### src/rtl/rts_pkg.sv
package rts_pkg;
  typedef enum logic [1:0] {
    ST_IDLE = 2'd0,
    ST_ACT  = 2'd1,
    ST_COL  = 2'd2,
    ST_PRE  = 2'd3
  } seq_state_e;

  localparam int TM_RCD = 0;
  localparam int TM_CC  = 1;
  localparam int TM_RAS = 2;
  localparam int TM_RDP = 3;
  localparam int TM_RC  = 4;
  localparam int TM_RP  = 5;
  localparam int NUM_TM = 6;
endpackage

### src/rtl/gap_timer.sv
module gap_timer #(
  parameter int CNT_W = 8
) (
  input  logic             clk_i,
  input  logic             rst_ni,
  input  logic             start_i,
  input  logic [CNT_W-1:0] len_i,
  output logic             zero_o,
  output logic             soon_o
);
  logic [CNT_W-1:0] cnt_q;

  // loaded with len-1 in the command cycle: reaches zero len cycles later
  always_ff @(posedge clk_i or negedge rst_ni) begin
    if (!rst_ni)             cnt_q <= '0;
    else if (start_i)        cnt_q <= len_i - 1'b1;
    else if (cnt_q != '0)    cnt_q <= cnt_q - 1'b1;
  end

  assign zero_o = (cnt_q == '0);
  assign soon_o = (cnt_q <= CNT_W'(1));

  p_timer_hold_r6: assert property (@(posedge clk_i) disable iff (!rst_ni)
    (zero_o && !start_i) |=> zero_o);
endmodule

### src/rtl/pulse_delay.sv
module pulse_delay #(
  parameter int DLY = 4
) (
  input  logic clk_i,
  input  logic rst_ni,
  input  logic in_i,
  output logic out_o
);
  logic [DLY-1:0] sr_q;

  generate
    if (DLY == 1) begin : g_one
      always_ff @(posedge clk_i or negedge rst_ni) begin
        if (!rst_ni) sr_q <= '0;
        else         sr_q <= in_i;
      end
    end else begin : g_many
      always_ff @(posedge clk_i or negedge rst_ni) begin
        if (!rst_ni) sr_q <= '0;
        else         sr_q <= {sr_q[DLY-2:0], in_i};
      end
    end
  endgenerate

  assign out_o = sr_q[DLY-1];
endmodule

### src/rtl/rd_txn_seq.sv
module rd_txn_seq
  import rts_pkg::*;
#(
  parameter int DEV_W  = 5,
  parameter int BANK_W = 4,
  parameter int ROW_W  = 9,
  parameter int COL_W  = 6,
  parameter int MAX_RD = 4,   // power of two
  parameter int CNT_W  = 8,
  parameter int T_RCD  = 3,   // all spacings >= 1, T_RP >= 2
  parameter int T_CC   = 2,
  parameter int T_CAC  = 4,
  parameter int T_RAS  = 8,
  parameter int T_RDP  = 3,
  parameter int T_RC   = 12,
  parameter int T_RP   = 3,
  localparam int IDX_W = (MAX_RD > 1) ? $clog2(MAX_RD) : 1
) (
  input  logic                    clk_i,
  input  logic                    rst_ni,
  input  logic                    req_valid_i,
  output logic                    req_ready_o,
  input  logic [DEV_W-1:0]        req_dev_i,
  input  logic [BANK_W-1:0]       req_bank_i,
  input  logic [ROW_W-1:0]        req_row_i,
  input  logic [IDX_W-1:0]        req_nrd_i,
  input  logic [MAX_RD*COL_W-1:0] req_cols_i,
  output logic                    act_o,
  output logic                    pre_o,
  output logic [DEV_W-1:0]        row_dev_o,
  output logic [BANK_W-1:0]       row_bank_o,
  output logic [ROW_W-1:0]        row_addr_o,
  output logic                    rd_o,
  output logic [DEV_W-1:0]        col_dev_o,
  output logic [BANK_W-1:0]       col_bank_o,
  output logic [COL_W-1:0]        col_addr_o,
  output logic                    data_exp_o
);
  seq_state_e               state_q, state_d;
  logic [DEV_W-1:0]         dev_q;
  logic [BANK_W-1:0]        bank_q;
  logic [ROW_W-1:0]         row_q;
  logic [IDX_W-1:0]         nrd_q;
  logic [MAX_RD*COL_W-1:0]  cols_q;
  logic [IDX_W-1:0]         idx_q;
  logic                     accept;
  logic                     last_rd;

  logic [NUM_TM-1:0]        tm_start, tm_zero, tm_soon;
  logic [CNT_W-1:0]         tm_len [NUM_TM];

  always_comb begin
    tm_len[TM_RCD] = CNT_W'(T_RCD);
    tm_len[TM_CC]  = CNT_W'(T_CC);
    tm_len[TM_RAS] = CNT_W'(T_RAS);
    tm_len[TM_RDP] = CNT_W'(T_RDP);
    tm_len[TM_RC]  = CNT_W'(T_RC);
    tm_len[TM_RP]  = CNT_W'(T_RP);
  end

  always_comb begin
    tm_start         = '0;
    tm_start[TM_RCD] = act_o;
    tm_start[TM_RAS] = act_o;
    tm_start[TM_RC]  = act_o;
    tm_start[TM_CC]  = rd_o;
    tm_start[TM_RDP] = rd_o;
    tm_start[TM_RP]  = pre_o;
  end

  generate
    for (genvar g = 0; g < NUM_TM; g++) begin : g_tm
      gap_timer #(.CNT_W(CNT_W)) u_tm (
        .clk_i  (clk_i),
        .rst_ni (rst_ni),
        .start_i(tm_start[g]),
        .len_i  (tm_len[g]),
        .zero_o (tm_zero[g]),
        .soon_o (tm_soon[g])
      );
    end
  endgenerate

  // ready one cycle early: the activate follows the handshake edge
  assign req_ready_o = (state_q == ST_IDLE) && tm_soon[TM_RC] && tm_soon[TM_RP];
  assign accept      = req_valid_i && req_ready_o;
  assign act_o       = (state_q == ST_ACT);
  assign rd_o        = (state_q == ST_COL) && tm_zero[TM_RCD] && tm_zero[TM_CC];
  assign pre_o       = (state_q == ST_PRE) && tm_zero[TM_RAS] && tm_zero[TM_RDP];
  assign last_rd     = rd_o && (idx_q == nrd_q);

  always_comb begin
    state_d = state_q;
    unique case (state_q)
      ST_IDLE: if (accept)  state_d = ST_ACT;
      ST_ACT:               state_d = ST_COL;
      ST_COL:  if (last_rd) state_d = ST_PRE;
      ST_PRE:  if (pre_o)   state_d = ST_IDLE;
      default:              state_d = ST_IDLE;
    endcase
  end

  always_ff @(posedge clk_i or negedge rst_ni) begin
    if (!rst_ni) begin
      state_q <= ST_IDLE;
      dev_q   <= '0;
      bank_q  <= '0;
      row_q   <= '0;
      nrd_q   <= '0;
      cols_q  <= '0;
      idx_q   <= '0;
    end else begin
      state_q <= state_d;
      if (accept) begin
        dev_q  <= req_dev_i;
        bank_q <= req_bank_i;
        row_q  <= req_row_i;
        nrd_q  <= req_nrd_i;
        cols_q <= req_cols_i;
        idx_q  <= '0;
      end else if (rd_o) begin
        idx_q  <= last_rd ? '0 : idx_q + 1'b1;
      end
    end
  end

  assign row_dev_o  = (act_o || pre_o) ? dev_q  : '0;
  assign row_bank_o = (act_o || pre_o) ? bank_q : '0;
  assign row_addr_o = act_o ? row_q : '0;
  assign col_dev_o  = rd_o ? dev_q  : '0;
  assign col_bank_o = rd_o ? bank_q : '0;
  assign col_addr_o = rd_o ? cols_q[idx_q*COL_W +: COL_W] : '0;

  pulse_delay #(.DLY(T_CAC)) u_cac (
    .clk_i (clk_i),
    .rst_ni(rst_ni),
    .in_i  (rd_o),
    .out_o (data_exp_o)
  );

  p_row_excl_r1: assert property (@(posedge clk_i) disable iff (!rst_ni)
    !(act_o && pre_o));

  p_rd_closed_after_pre_r3: assert property (@(posedge clk_i) disable iff (!rst_ni)
    pre_o |=> !rd_o);

  p_act_windows_r6: assert property (@(posedge clk_i) disable iff (!rst_ni)
    act_o |-> (tm_zero[TM_RC] && tm_zero[TM_RP]));

  p_busy_no_ready_r7: assert property (@(posedge clk_i) disable iff (!rst_ni)
    (act_o || rd_o || pre_o) |-> !req_ready_o);
endmodule

### config.mk
export PLATFORM = sky130hd
export DESIGN_NAME = rd_txn_seq
export DESIGN_NICKNAME = d
export VERILOG_FILES = /design/src/rtl/rts_pkg.sv /design/src/rtl/gap_timer.sv /design/src/rtl/pulse_delay.sv /design/src/rtl/rd_txn_seq.sv
export SDC_FILE = /design/constraint.sdc
export NUM_CORES = 1
export LEC_CHECK = 0
export ABC_AREA = 1
export BUFFER_PORTS_ARGS = -buffer_cell sky130_fd_sc_hd__buf_2
export CAP_MARGIN = 20
export CORE_MARGIN = 2
export CORE_UTILIZATION = 60
export CTS_CLUSTER_SIZE = 8
export DETAILED_ROUTE_END_ITERATION = 16
export PLACE_DENSITY = 0.82
export SYNTH_ARGS = -nofsm -noshare
export SYNTH_HDL_FRONTEND = slang
export SYNTH_HIERARCHICAL = 1
export SYNTH_SLANG_ARGS = --single-unit
### constraint.sdc
create_clock -name clk_i -period 3.28 [get_ports clk_i]
set_clock_uncertainty 0.1 [all_clocks]
set_input_delay 0.328 -clock clk_i [delete_from_list [all_inputs] [get_ports clk_i]]
set_output_delay 0.328 -clock clk_i [all_outputs]
set_load 0.02 [all_outputs]
==> results of run 1 <==
-- critical path, cell delays in order (launching register included) --
cell and delay (ns):
dfrtp_1 0.40, inv_1 0.15, ha_1 0.18, nor3b_4 0.25
nand2_1 0.12, nor2_4 0.36, inv_2 0.23, a21oi_1 0.20
buf_2 0.19
-- what timing repair did --
action,4_1_cts,5_1_grt
endpoints found under the hold margin,0,32
hold buffers,0,1
gates resized for setup,0,0
-- layout by cell type (no fill, tap or decap), drive strengths merged --
master and count:
o21ai 70, inv 135, nand4 3, o22ai 6
a21oi 37, xnor2 7, buf 93, and3 1
or2 2, nor2 112, conb 84, dfrtp 100
mux2i 6, nand3 70, ha 25, clkbuf 12
a21boi 1, clkinv 11, nor3b 6, xor2 13
dlygate4sd3 1, nor3 2, nand2 303, o21bai 6
-- registers in the layout, summed over array words and instances (netlist names) --
name,cells
nrd_q,2
g_tm.u_tm/cnt_q,48
idx_q,2
u_cac/sr_q,4
bank_q,4
state_q,2
dev_q,5
cols_q,24
row_q,9
-- stage by stage --
step / hold WS, ns / setup WS [ns] / area [µm²] / total power, W
final: 0.04354 / 0.4128 / 7569 / 0.002095
after global routing: 0.03417 / 0.2133 / 7569 / 0.002197
after CTS: 0.03096 / 0.4070 / 7531 / 0.002101
after detailed placement: 0.2450 / 0.8186 / 7351 / 0.001378
after global placement: 0.2361 / 0.8548 / 7351 / 0.001378
after floorplan: -0.06759 / 1.034 / 6840 / 0.001325
-- area by class of cell --
type | count | share of cell area
repair buffers | 94 | 0.06877
flip-flops and latches | 100 | 0.3306
well taps | 140 | 0.02314
inverters | 142 | 0.07076
multi-input cells | 754 | 0.4829
clock inverters | 4 | 0.004629
clock buffers | 12 | 0.01918
-- metal layers --
metal | wire length [µm] | share of wire
met1 | 6272 | 0.47
met3 | 381 | 0.029
met4 | 162 | 0.012
met5 | 0 | 0
met2 | 6448 | 0.49
-- report_power, final --
part | total (W) | switching [W] | internal [W]
Combinational | 0.000138 | 0.0000870 | 0.0000514
Clock | 0.000724 | 0.000422 | 0.000303
Sequential | 0.00123 | 0 | 0.00123
-- worst max-delay path by stage --
| stage | from | slack, ns | endpoint | cells past startpoint |
|---|---|---|---|---|
| after floorplan | g_tm[1].u_tm/cnt_q[0] | 1.03 | col_addr_o[4] | 8 |
| after global placement | g_tm[0].u_tm/cnt_q[0] | 0.85 | col_addr_o[0] | 8 |
| after detailed placement | g_tm[0].u_tm/cnt_q[0] | 0.82 | col_addr_o[0] | 8 |
| after CTS | g_tm[0].u_tm/cnt_q[0] | 0.41 | col_addr_o[0] | 8 |
| after global routing | g_tm[0].u_tm/cnt_q[0] | 0.21 | col_addr_o[1] | 8 |
| final | g_tm[0].u_tm/cnt_q[0] | 0.41 | col_addr_o[0] | 8 |
==> run_results.csv, run 1 <==
group,metric,value,unit
outcome,status,"complete, no violations",
cts,cts_tree,"built",
cts,cts_max_level,3,
sta,slew_viol_final,0,
worst_setup_path,r2r_slack,0.85,ns
finish,drive_above_1_share,0.1329,
finish,nFillCells,962,
sta,rsz0062_at_grt,"false",
worst_setup_path,critPathCaptureType,"output port",
pwr,p_leak,4.435,nW
cts,numCtsBuffers,9,
grt,met3_usage,0.03315,
pwr,ir_worst_vdd,0.0001767,V
floorplanning,rows,38,
cts,cts-root-buf,"clkbuf_8",
finish,multiInputGateArea,0.003655,mm²
worst_hold_path,hold_class,"in2reg",
yosys,syn_avg_cell_area,6.987,µm²
drt,drt_first_pass_iters,5,
floorplanning,die_area,0.01174,mm²
worst_setup_path,path_class,"reg2out",
worst_hold_path,holdPathStages,3,
finish,num-nets-final,1173,
worst_setup_path,arrival,2.44,ns
placement,io_buffers,84,
yosys,yosys_warnings,6,
drt,routed_wirelength,13270,µm
finish,fin_cells,1246,
sta,worst_slew_pin_slew,0.6437,ns
sta,finalCritPeriodShare,0.8741,
worst_hold_path,hold_start,"req_cols_i[4]",
yosys,synth_cells,935,
drt,first_iter_violations,275,
grt,grt_max_degree,86,
worst_setup_path,rr_worst_depth,9,
finish,synthToLayoutAreaGrowth,15.86,%
drt,via_per_inst,4.772,
drt,drc,0,
cts,clkTransAtPathRegs,0.10,ns
floorplanning,ios,85,
worst_setup_path,r2r_start,"g_tm[0].u_tm/cnt_q[0]",
sta,setup_tns,0,ns
grt,track_usage,0.2404,
finish,fin_util,0.7044,
pwr,powerDensity,276.7,mW/mm²
cts,post_cts_buffers,0,
grt,grt_pass1_vias,5445,
finish,n_antenna_cell,0,
grt,antenna_found_initial,0,
grt,grt_use_met1,0.3095,
placement,hpwl,9932,µm
placement,gp_congestion,0.8235,
cts,insertion_delay,0.37,ns
sta,setup_viol,0,
worst_hold_path,min_to,"cols_q[4]",
grt,grt.busiest_layer,"met2",
grt,use_met2,0.4178,
sta,fmax,0.3488,GHz
floorplanning,die_w,108.3,µm
floorplanning,core_area,0.01075,mm²
yosys,synth_area,0.006533,mm²
placement,placed_cells,1228,
drt,drtAntennaViolNets,0,
worst_setup_path,r2r_end,"g_tm[1].u_tm/cnt_q[3]",
sta,relSlewSlack,0.5703,
drt,wl_per_cell,10.65,µm
sta,min_period,2.867,ns
sta,hold_violations,0,
finish,seqCellArea,0.002502,mm²
flow_run,drv_cap,0,
drt,via_count,5946,
grt,overflow,0,
grt,grt_pass1_wl,22860,µm
worst_setup_path,crit_path_start_kind,"flip-flop",
floorplanning,start_util,0.6079,
worst_setup_path,critical_path_peak_fanout,16,
worst_setup_path,required,2.85,ns
cts,cts.sinks,100,
cts,clockBufferDepth,2,
floorplanning,fp.dieH,108.3,µm
Note: power is estimated with default switching activity, not from simulation.
==> run 2: changes to the inputs <==
--- a/config.mk
+++ b/config.mk
@@ -12,8 +12,7 @@
 export CORE_UTILIZATION = 60
 export CTS_CLUSTER_SIZE = 8
 export DETAILED_ROUTE_END_ITERATION = 16
-export PLACE_DENSITY = 0.82
+export PLACE_DENSITY = 0.84
 export SYNTH_ARGS = -nofsm -noshare
 export SYNTH_HDL_FRONTEND = slang
-export SYNTH_HIERARCHICAL = 1
 export SYNTH_SLANG_ARGS = --single-unit
==> run_results.csv, run 2 <==
group,metric,value,unit
sta,setup_viol,0,
drt,wl_per_cell,12.98,µm
finish,fin_cells,824,
floorplanning,die_w,97.66,µm
yosys,synth_most_common_cell,"inv_1",
sta,setup_tns,0,ns
sta,relSlewSlack,0.4914,
pwr,swShare,0.4115,
worst_setup_path,crit_top_cell,"inv_1",
yosys,synthTopCellsByCount,"103 x inv_1, 101 x nand2_1, 100 x dfrtp_1",
pwr,p_clk_frac,0.185,
drt,via_per_inst,5.231,
sta,setup_ws,0.6720,ns
pwr,switchingPower,0.001827,W
sta,rsz0062_at_grt,"false",
grt,antenna_found_initial,0,
yosys,synth_largest_area_cell,"dfrtp_1",
cts,clkTransAtPathRegs,0.10,ns
placement,io_buffers,84,
finish,top_regs,"g_tm.u_tm.cnt_q: 48 flops, cols_q: 24 flops, row_q: 9 flops",
cts,cts.sinks,100,
finish,nFillCells,679,
worst_setup_path,worst_path_max_delay_cell,"dfrtp_1",
grt,overflow,0,
worst_setup_path,crit_path_start_kind,"flip-flop",
placement,dpl_worst_slack,0.8389,ns
worst_setup_path,critical_path_peak_fanout,24,
grt,grt_pass1_vias,4276,
finish,final_common_cell,"inv_1",
floorplanning,ios,85,
yosys,synth_cells,631,
finish,fin_util,0.6922,
worst_setup_path,required,2.85,ns
finish,num-nets-final,772,
drt,drtAntennaViolNets,0,
drt,routed_wirelength,10700,µm
worst_setup_path,critPathCaptureType,"output port",
grt,track_usage,0.2396,
yosys,ys_types,37,
pwr,seqPwrFrac,0.426,
cts,numCtsBuffers,9,
sta,hold_violations,0,
pwr,p_int,0.002613,W
worst_setup_path,critPathTopFamily,"buffers and inverters",
yosys,synth_seq_cells,100,
yosys,async_flop_share,1.000,
worst_setup_path,path_class,"reg2out",
cts,cts_resized,0,
worst_setup_path,cp.buffers_inverters,4,
yosys,synth.area.top_cells,"dfrtp_1 48%, inv_1 7.3%, nand2_1 7.2%, nor2_1 5.6%, a21oi_1 3.6%",
floorplanning,die_area,0.009537,mm²
floorplanning,fp.dieH,97.66,µm
yosys,synth-edff-count,0,
placement,placed_area,0.005728,mm²
yosys,ys_seq_area_frac,0.4755,
yosys,syn_nets,692,
yosys,yosysTopAreaCellShare,0.4755,
finish,final_area,0.005948,mm²
finish,final_cell_mix,"103 x inv_1, 101 x nand2_1, 100 x dfrtp_1",
cts,cts_max_level,3,
yosys,syn_avg_cell_area,8.340,µm²
worst_setup_path,worst_path_largest_cell_delay,0.42,ns
placement,hpwl,7780,µm
worst_hold_path,hold_start,"req_cols_i[14]",
worst_setup_path,r2r_start,"state_q[0]",
finish,n_antenna_cell,0,
worst_setup_path,r2r_end,"cols_q[0]",
sta,worst_slew_pin_slew,0.7621,ns
yosys,yosys_most_used_dff,"dfrtp_1",
worst_setup_path,arrival,2.18,ns
drt,via_count,4310,
drt,first_iter_violations,238,
grt,grt_pass1_wl,18860,µm
floorplanning,start_util,0.6124,
outcome,status,"complete, no violations",
finish,largest_reg_flops,48,
finish,synthToLayoutAreaGrowth,13.03,%
drt,drt_first_pass_iters,4,
pwr,pwr-share-comb,0.389,
worst_hold_path,min_to,"cols_q[14]",
cts,cts-root-buf,"clkbuf_8",
worst_setup_path,r2r_slack,0.83,ns
cts,insertion_delay,0.37,ns
finish,regMostFlops,"g_tm.u_tm.cnt_q",
pwr,p_leak,3.281,nW
cts,clockBufferDepth,2,
sta,slew_viol_final,0,
drt,drc,0,
cts,cts_tree,"built",
placement,gp_congestion,0.7943,
floorplanning,rows,34,
grt,grt_max_degree,55,
yosys,yosys_warnings,0,
placement,placed_cells,807,
finish,drive_above_1_share,0.2291,
worst_hold_path,holdPathStages,3,
pwr,ir_worst_vdd,0.0002712,V
worst_setup_path,cp_cell_sequence,"inv_1 -> ha_1 -> buf_4 -> inv_1 -> a21oi_1 -> buf_2",
sta,fmax,0.3834,GHz
yosys,synth_area,0.005263,mm²
sta,min_period,2.608,ns
worst_setup_path,rr_worst_depth,10,
sta,finalCritPeriodShare,0.7951,
flow_run,drv_cap,0,
pwr,powerDensity,746.5,mW/mm²
floorplanning,core_area,0.008593,mm²
worst_hold_path,hold_class,"in2reg",
[run 2: logic make-up (layout without fill, tap and decap cells)]
group / Yosys count / in the layout / share of synthesized area
simple gates: 255 / 255 / 0.2337
buf+inv: 127 / 212 / 0.1041
compound gates: 121 / 121 / 0.1301
flops: 100 / 100 / 0.4755
fa+ha+maj: 14 / 14 / 0.03329
xor+xnor: 14 / 14 / 0.02330
[run 2: repair_timing]
item                      CTS  global route
hold endpoints to repair   53             0
hold buffers                1             0
setup buffers               0             0
[run 2: worst max path at each step]
stage | startpoint | to | slack [ns] | cells after the start
global route | g_tm[0].u_tm.cnt_q[0] | col_addr_o[5] | 0.53 | 9
global placement | state_q[0] | cols_q[14] | 1.01 | 10
finish | state_q[1] | row_bank_o[2] | 0.67 | 6
detailed placement | state_q[0] | cols_q[0] | 0.84 | 10
CTS | g_tm[0].u_tm.cnt_q[0] | col_addr_o[1] | 0.69 | 9
floorplan | g_tm[0].u_tm.cnt_q[0] | col_addr_o[0] | 1.17 | 9
[run 2: area by class of cell]
cell class | count | area [µm²] | area share
Tap cell | 108 | 135.1 | 0.02272
Inverter | 108 | 407.9 | 0.06857
Clock buffer | 10 | 137.6 | 0.02314
Multi-Input combinational cell | 404 | 2212 | 0.3719
Sequential cell | 100 | 2502 | 0.4207
Clock inverter | 6 | 72.57 | 0.01220
Timing Repair Buffer | 88 | 480.5 | 0.08077
[run 2: stage by stage]
stage / power (W) / hold slack (ns)
final: 0.004440 / 0.08285
after global routing: 0.004803 / 0.08648
after CTS: 0.004462 / 0.07345
after detailed placement: 0.003634 / 0.2364
after global placement: 0.003502 / 0.2335
after floorplan: 0.003179 / -0.06759
[run 2: routing by layer]
| metal | vias to the layer above | share of wire | track usage |
|---|---|---|---|
| li1 | 2133 | - | - |
| met2 | 117 | 0.50 | 0.4016 |
| met4 | 0 | 0.020 | 0.09829 |
| met1 | 2041 | 0.44 | 0.3173 |
| met5 | - | 0 | 0 |
| met3 | 19 | 0.041 | 0.03022 |
[run 2: tightest hold or removal path, stage by stage]
cell,delay [ns]
buf_2,0.09
inv_1,0.04
o21ai_1,0.06
[run 2: power groups by stage]
stage / clock [W] / sequential [W] / combinational [W]
global route: 0.000890 / 0.00194 / 0.00197
finish: 0.000821 / 0.00189 / 0.00173
detailed placement: 0 / 0.00191 / 0.00172
CTS: 0.000832 / 0.00189 / 0.00174
floorplan: 0 / 0.00184 / 0.00134
global placement: 0 / 0.00189 / 0.00161
==> run 3: changes to the inputs <==
--- a/config.mk
+++ b/config.mk
@@ -9,10 +9,10 @@
 export BUFFER_PORTS_ARGS = -buffer_cell sky130_fd_sc_hd__buf_2
 export CAP_MARGIN = 20
 export CORE_MARGIN = 2
-export CORE_UTILIZATION = 60
+export CORE_UTILIZATION = 57
 export CTS_CLUSTER_SIZE = 8
 export DETAILED_ROUTE_END_ITERATION = 16
-export PLACE_DENSITY = 0.84
+export PLACE_DENSITY = 0.8
 export SYNTH_ARGS = -nofsm -noshare
 export SYNTH_HDL_FRONTEND = slang
 export SYNTH_SLANG_ARGS = --single-unit
==> constraint.sdc (replaced) <==
create_clock -name clk_i -period 2.5 [get_ports clk_i]
set_clock_uncertainty 0.1 [all_clocks]
set_input_delay 0.25 -clock clk_i [delete_from_list [all_inputs] [get_ports clk_i]]
set_output_delay 0.25 -clock clk_i [all_outputs]
set_load 0.02 [all_outputs]
==> run_results.csv, run 3 (same netlist as run 2, synthesis figures left out) <==
group,metric,value,unit
outcome,status,"complete, no violations",
finish,synthToLayoutAreaGrowth,19.81,%
drt,via_count,4371,
worst_setup_path,r2r_slack,0.36,ns
flow_run,drv_cap,0,
floorplanning,ios,85,
worst_setup_path,arrival,2.02,ns
cts,insertion_delay,0.38,ns
worst_setup_path,r2r_start,"state_q[1]",
floorplanning,die_w,100.1,µm
worst_hold_path,min_to,"cols_q[12]",
floorplanning,die_area,0.01002,mm²
worst_setup_path,critical_path_peak_fanout,20,
worst_setup_path,worst_path_max_delay_cell,"dfrtp_1",
worst_setup_path,rr_worst_depth,10,
sta,slew_viol_final,0,
finish,n_antenna_cell,0,
worst_setup_path,cp.buffers_inverters,4,
finish,largest_reg_flops,48,
worst_setup_path,cp_cell_sequence,"inv_1 -> ha_1 -> nand2_1 -> nor2_4 -> inv_2 -> nor2_8 -> inv_6 -> a21oi_2 -> buf_4",
floorplanning,start_util,0.5777,
drt,drc,0,
worst_hold_path,hold_class,"in2reg",
sta,min_period,2.374,ns
worst_setup_path,crit_path_start_kind,"flip-flop",
pwr,p_leak,3.448,nW
cts,cts.sinks,100,
sta,finalCritPeriodShare,0.9498,
finish,final_cell_mix,"102 x inv_1, 101 x nand2_1, 100 x dfrtp_1",
placement,hpwl,7484,µm
pwr,powerDensity,935.6,mW/mm²
floorplanning,fp.dieH,100.1,µm
grt,grt_pass1_wl,18670,µm
drt,wl_per_cell,13.03,µm
worst_setup_path,critPathTopFamily,"buffers and inverters",
finish,regMostFlops,"g_tm.u_tm.cnt_q",
worst_setup_path,r2r_end,"cols_q[6]",
sta,fmax,0.4212,GHz
placement,io_buffers,84,
sta,worst_slew_pin_slew,0.6913,ns
cts,cts_max_level,3,
finish,top_regs,"g_tm.u_tm.cnt_q: 48 flops, cols_q: 24 flops, row_q: 9 flops",
cts,cts-root-buf,"clkbuf_8",
worst_setup_path,worst_path_largest_cell_delay,0.39,ns
grt,antenna_found_initial,0,
finish,fin_util,0.6922,
drt,drtAntennaViolNets,0,
sta,relSlewSlack,0.5386,
cts,numCtsBuffers,9,
sta,setup_viol,0,
cts,clockBufferDepth,2,
sta,hold_violations,0,
finish,final_common_cell,"inv_1",
worst_setup_path,required,2.15,ns
worst_setup_path,critPathCaptureType,"output port",
pwr,totalPowerFinal,0.005899,W
worst_setup_path,path_class,"reg2out",
drt,drt_first_pass_iters,4,
drt,via_per_inst,5.065,
drt,first_iter_violations,212,
sta,hold_slack,0.01305,ns
finish,drive_above_1_share,0.2354,
grt,overflow,0,
sta,setup_tns,0,ns
finish,nFillCells,704,
floorplanning,rows,35,
grt,track_usage,0.2341,
drt,routed_wirelength,11240,µm
floorplanning,core_area,0.009109,mm²
finish,num-nets-final,808,
grt,grt_max_degree,77,
grt,grt_pass1_vias,4236,
sta,rsz0062_at_grt,"false",
placement,gp_congestion,0.8290,
worst_hold_path,hold_start,"req_cols_i[12]",
pwr,ir_worst_vdd,0.0004052,V
cts,cts_tree,"built",
cts,clkTransAtPathRegs,0.11,ns
worst_hold_path,holdPathStages,3,
-- run 3: cell count changes in the layout (fill, tap and decap cells not counted), moves of 2 or more --
cell           before  now
dlygate4sd3_1       1   26
clkinv_4            3    1
buf_4               2   17
buf_2              83   79
inv_6               1    4
-- run 3: worst max path at each step --
stage | start | endpoint | slack (ns) | depth (start not counted)
6_report | g_tm[1].u_tm.cnt_q[0] | col_addr_o[0] | 0.13 | 9
5_1_grt | g_tm[3].u_tm.cnt_q[0] | row_bank_o[0] | 0.001 | 7
4_1_cts | g_tm[1].u_tm.cnt_q[0] | col_addr_o[0] | 0.005 | 9
3_5_place_dp | g_tm[0].u_tm.cnt_q[0] | col_addr_o[0] | 0.36 | 9
3_3_place_gp | g_tm[0].u_tm.cnt_q[0] | col_addr_o[1] | 0.43 | 9
2_1_floorplan | g_tm[0].u_tm.cnt_q[0] | col_addr_o[0] | 0.46 | 9
-- run 3: area by class of cell --
cell class,count,area [µm²],area share
inverters,108,410.4,0.06509
clock inverters,6,76.32,0.01211
clock buffers,10,137.6,0.02183
flip-flops and latches,100,2502,0.3969
repair buffers,124,823.3,0.1306
well taps,111,138.9,0.02203
multi-input cells,404,2216,0.3515
-- run 3: power breakdown --
part / leakage (nW) / switching, W / internal (W)
clock: 0.110 / 0.000606 / 0.000510
combinational: 2.11 / 0.00143 / 0.000869
sequential: 1.23 / 0.000386 / 0.00210
total: 3.45 / 0.00242 / 0.00348
-- run 3: timing repair --
action,CTS,global route
setup endpoints to repair,4,25
gates cloned,0,0
hold buffers,26,0
endpoints found under the hold margin,49,0
setup buffers,0,7
pin swaps,1,4
resized for setup,1,6
-- run 3: worst register-to-register path, stage by stage, from the launching register on --
cell	delay, ns
dfrtp_1	0.43
inv_1	0.10
ha_1	0.21
inv_2	0.06
nor2_1	0.08
nand3_1	0.09
nor2_1	0.13
nand3_2	0.36
buf_12	0.33
nand2_1	0.09
o21ai_1	0.06
-- run 3: metal layers --
| metal | up-vias | GRT usage | share of wire |
|---|---|---|---|
| li1 | 2204 | - | - |
| met1 | 2043 | 0.2903 | 0.43 |
| met2 | 107 | 0.4116 | 0.50 |
| met3 | 17 | 0.04944 | 0.043 |
| met4 | 0 | 0.07376 | 0.018 |
| met5 | - | 0 | 0 |
-- run 3: per-stage QoR --
stage               worst slack (ns)  area [µm²]  instances
floorplan                     0.4633        5263        631
global placement              0.4287        5762        814
detailed placement            0.3569        5762        814
CTS                         0.004615        6240        856
global route                0.001072        6305        863
finish                        0.1256        6305        863
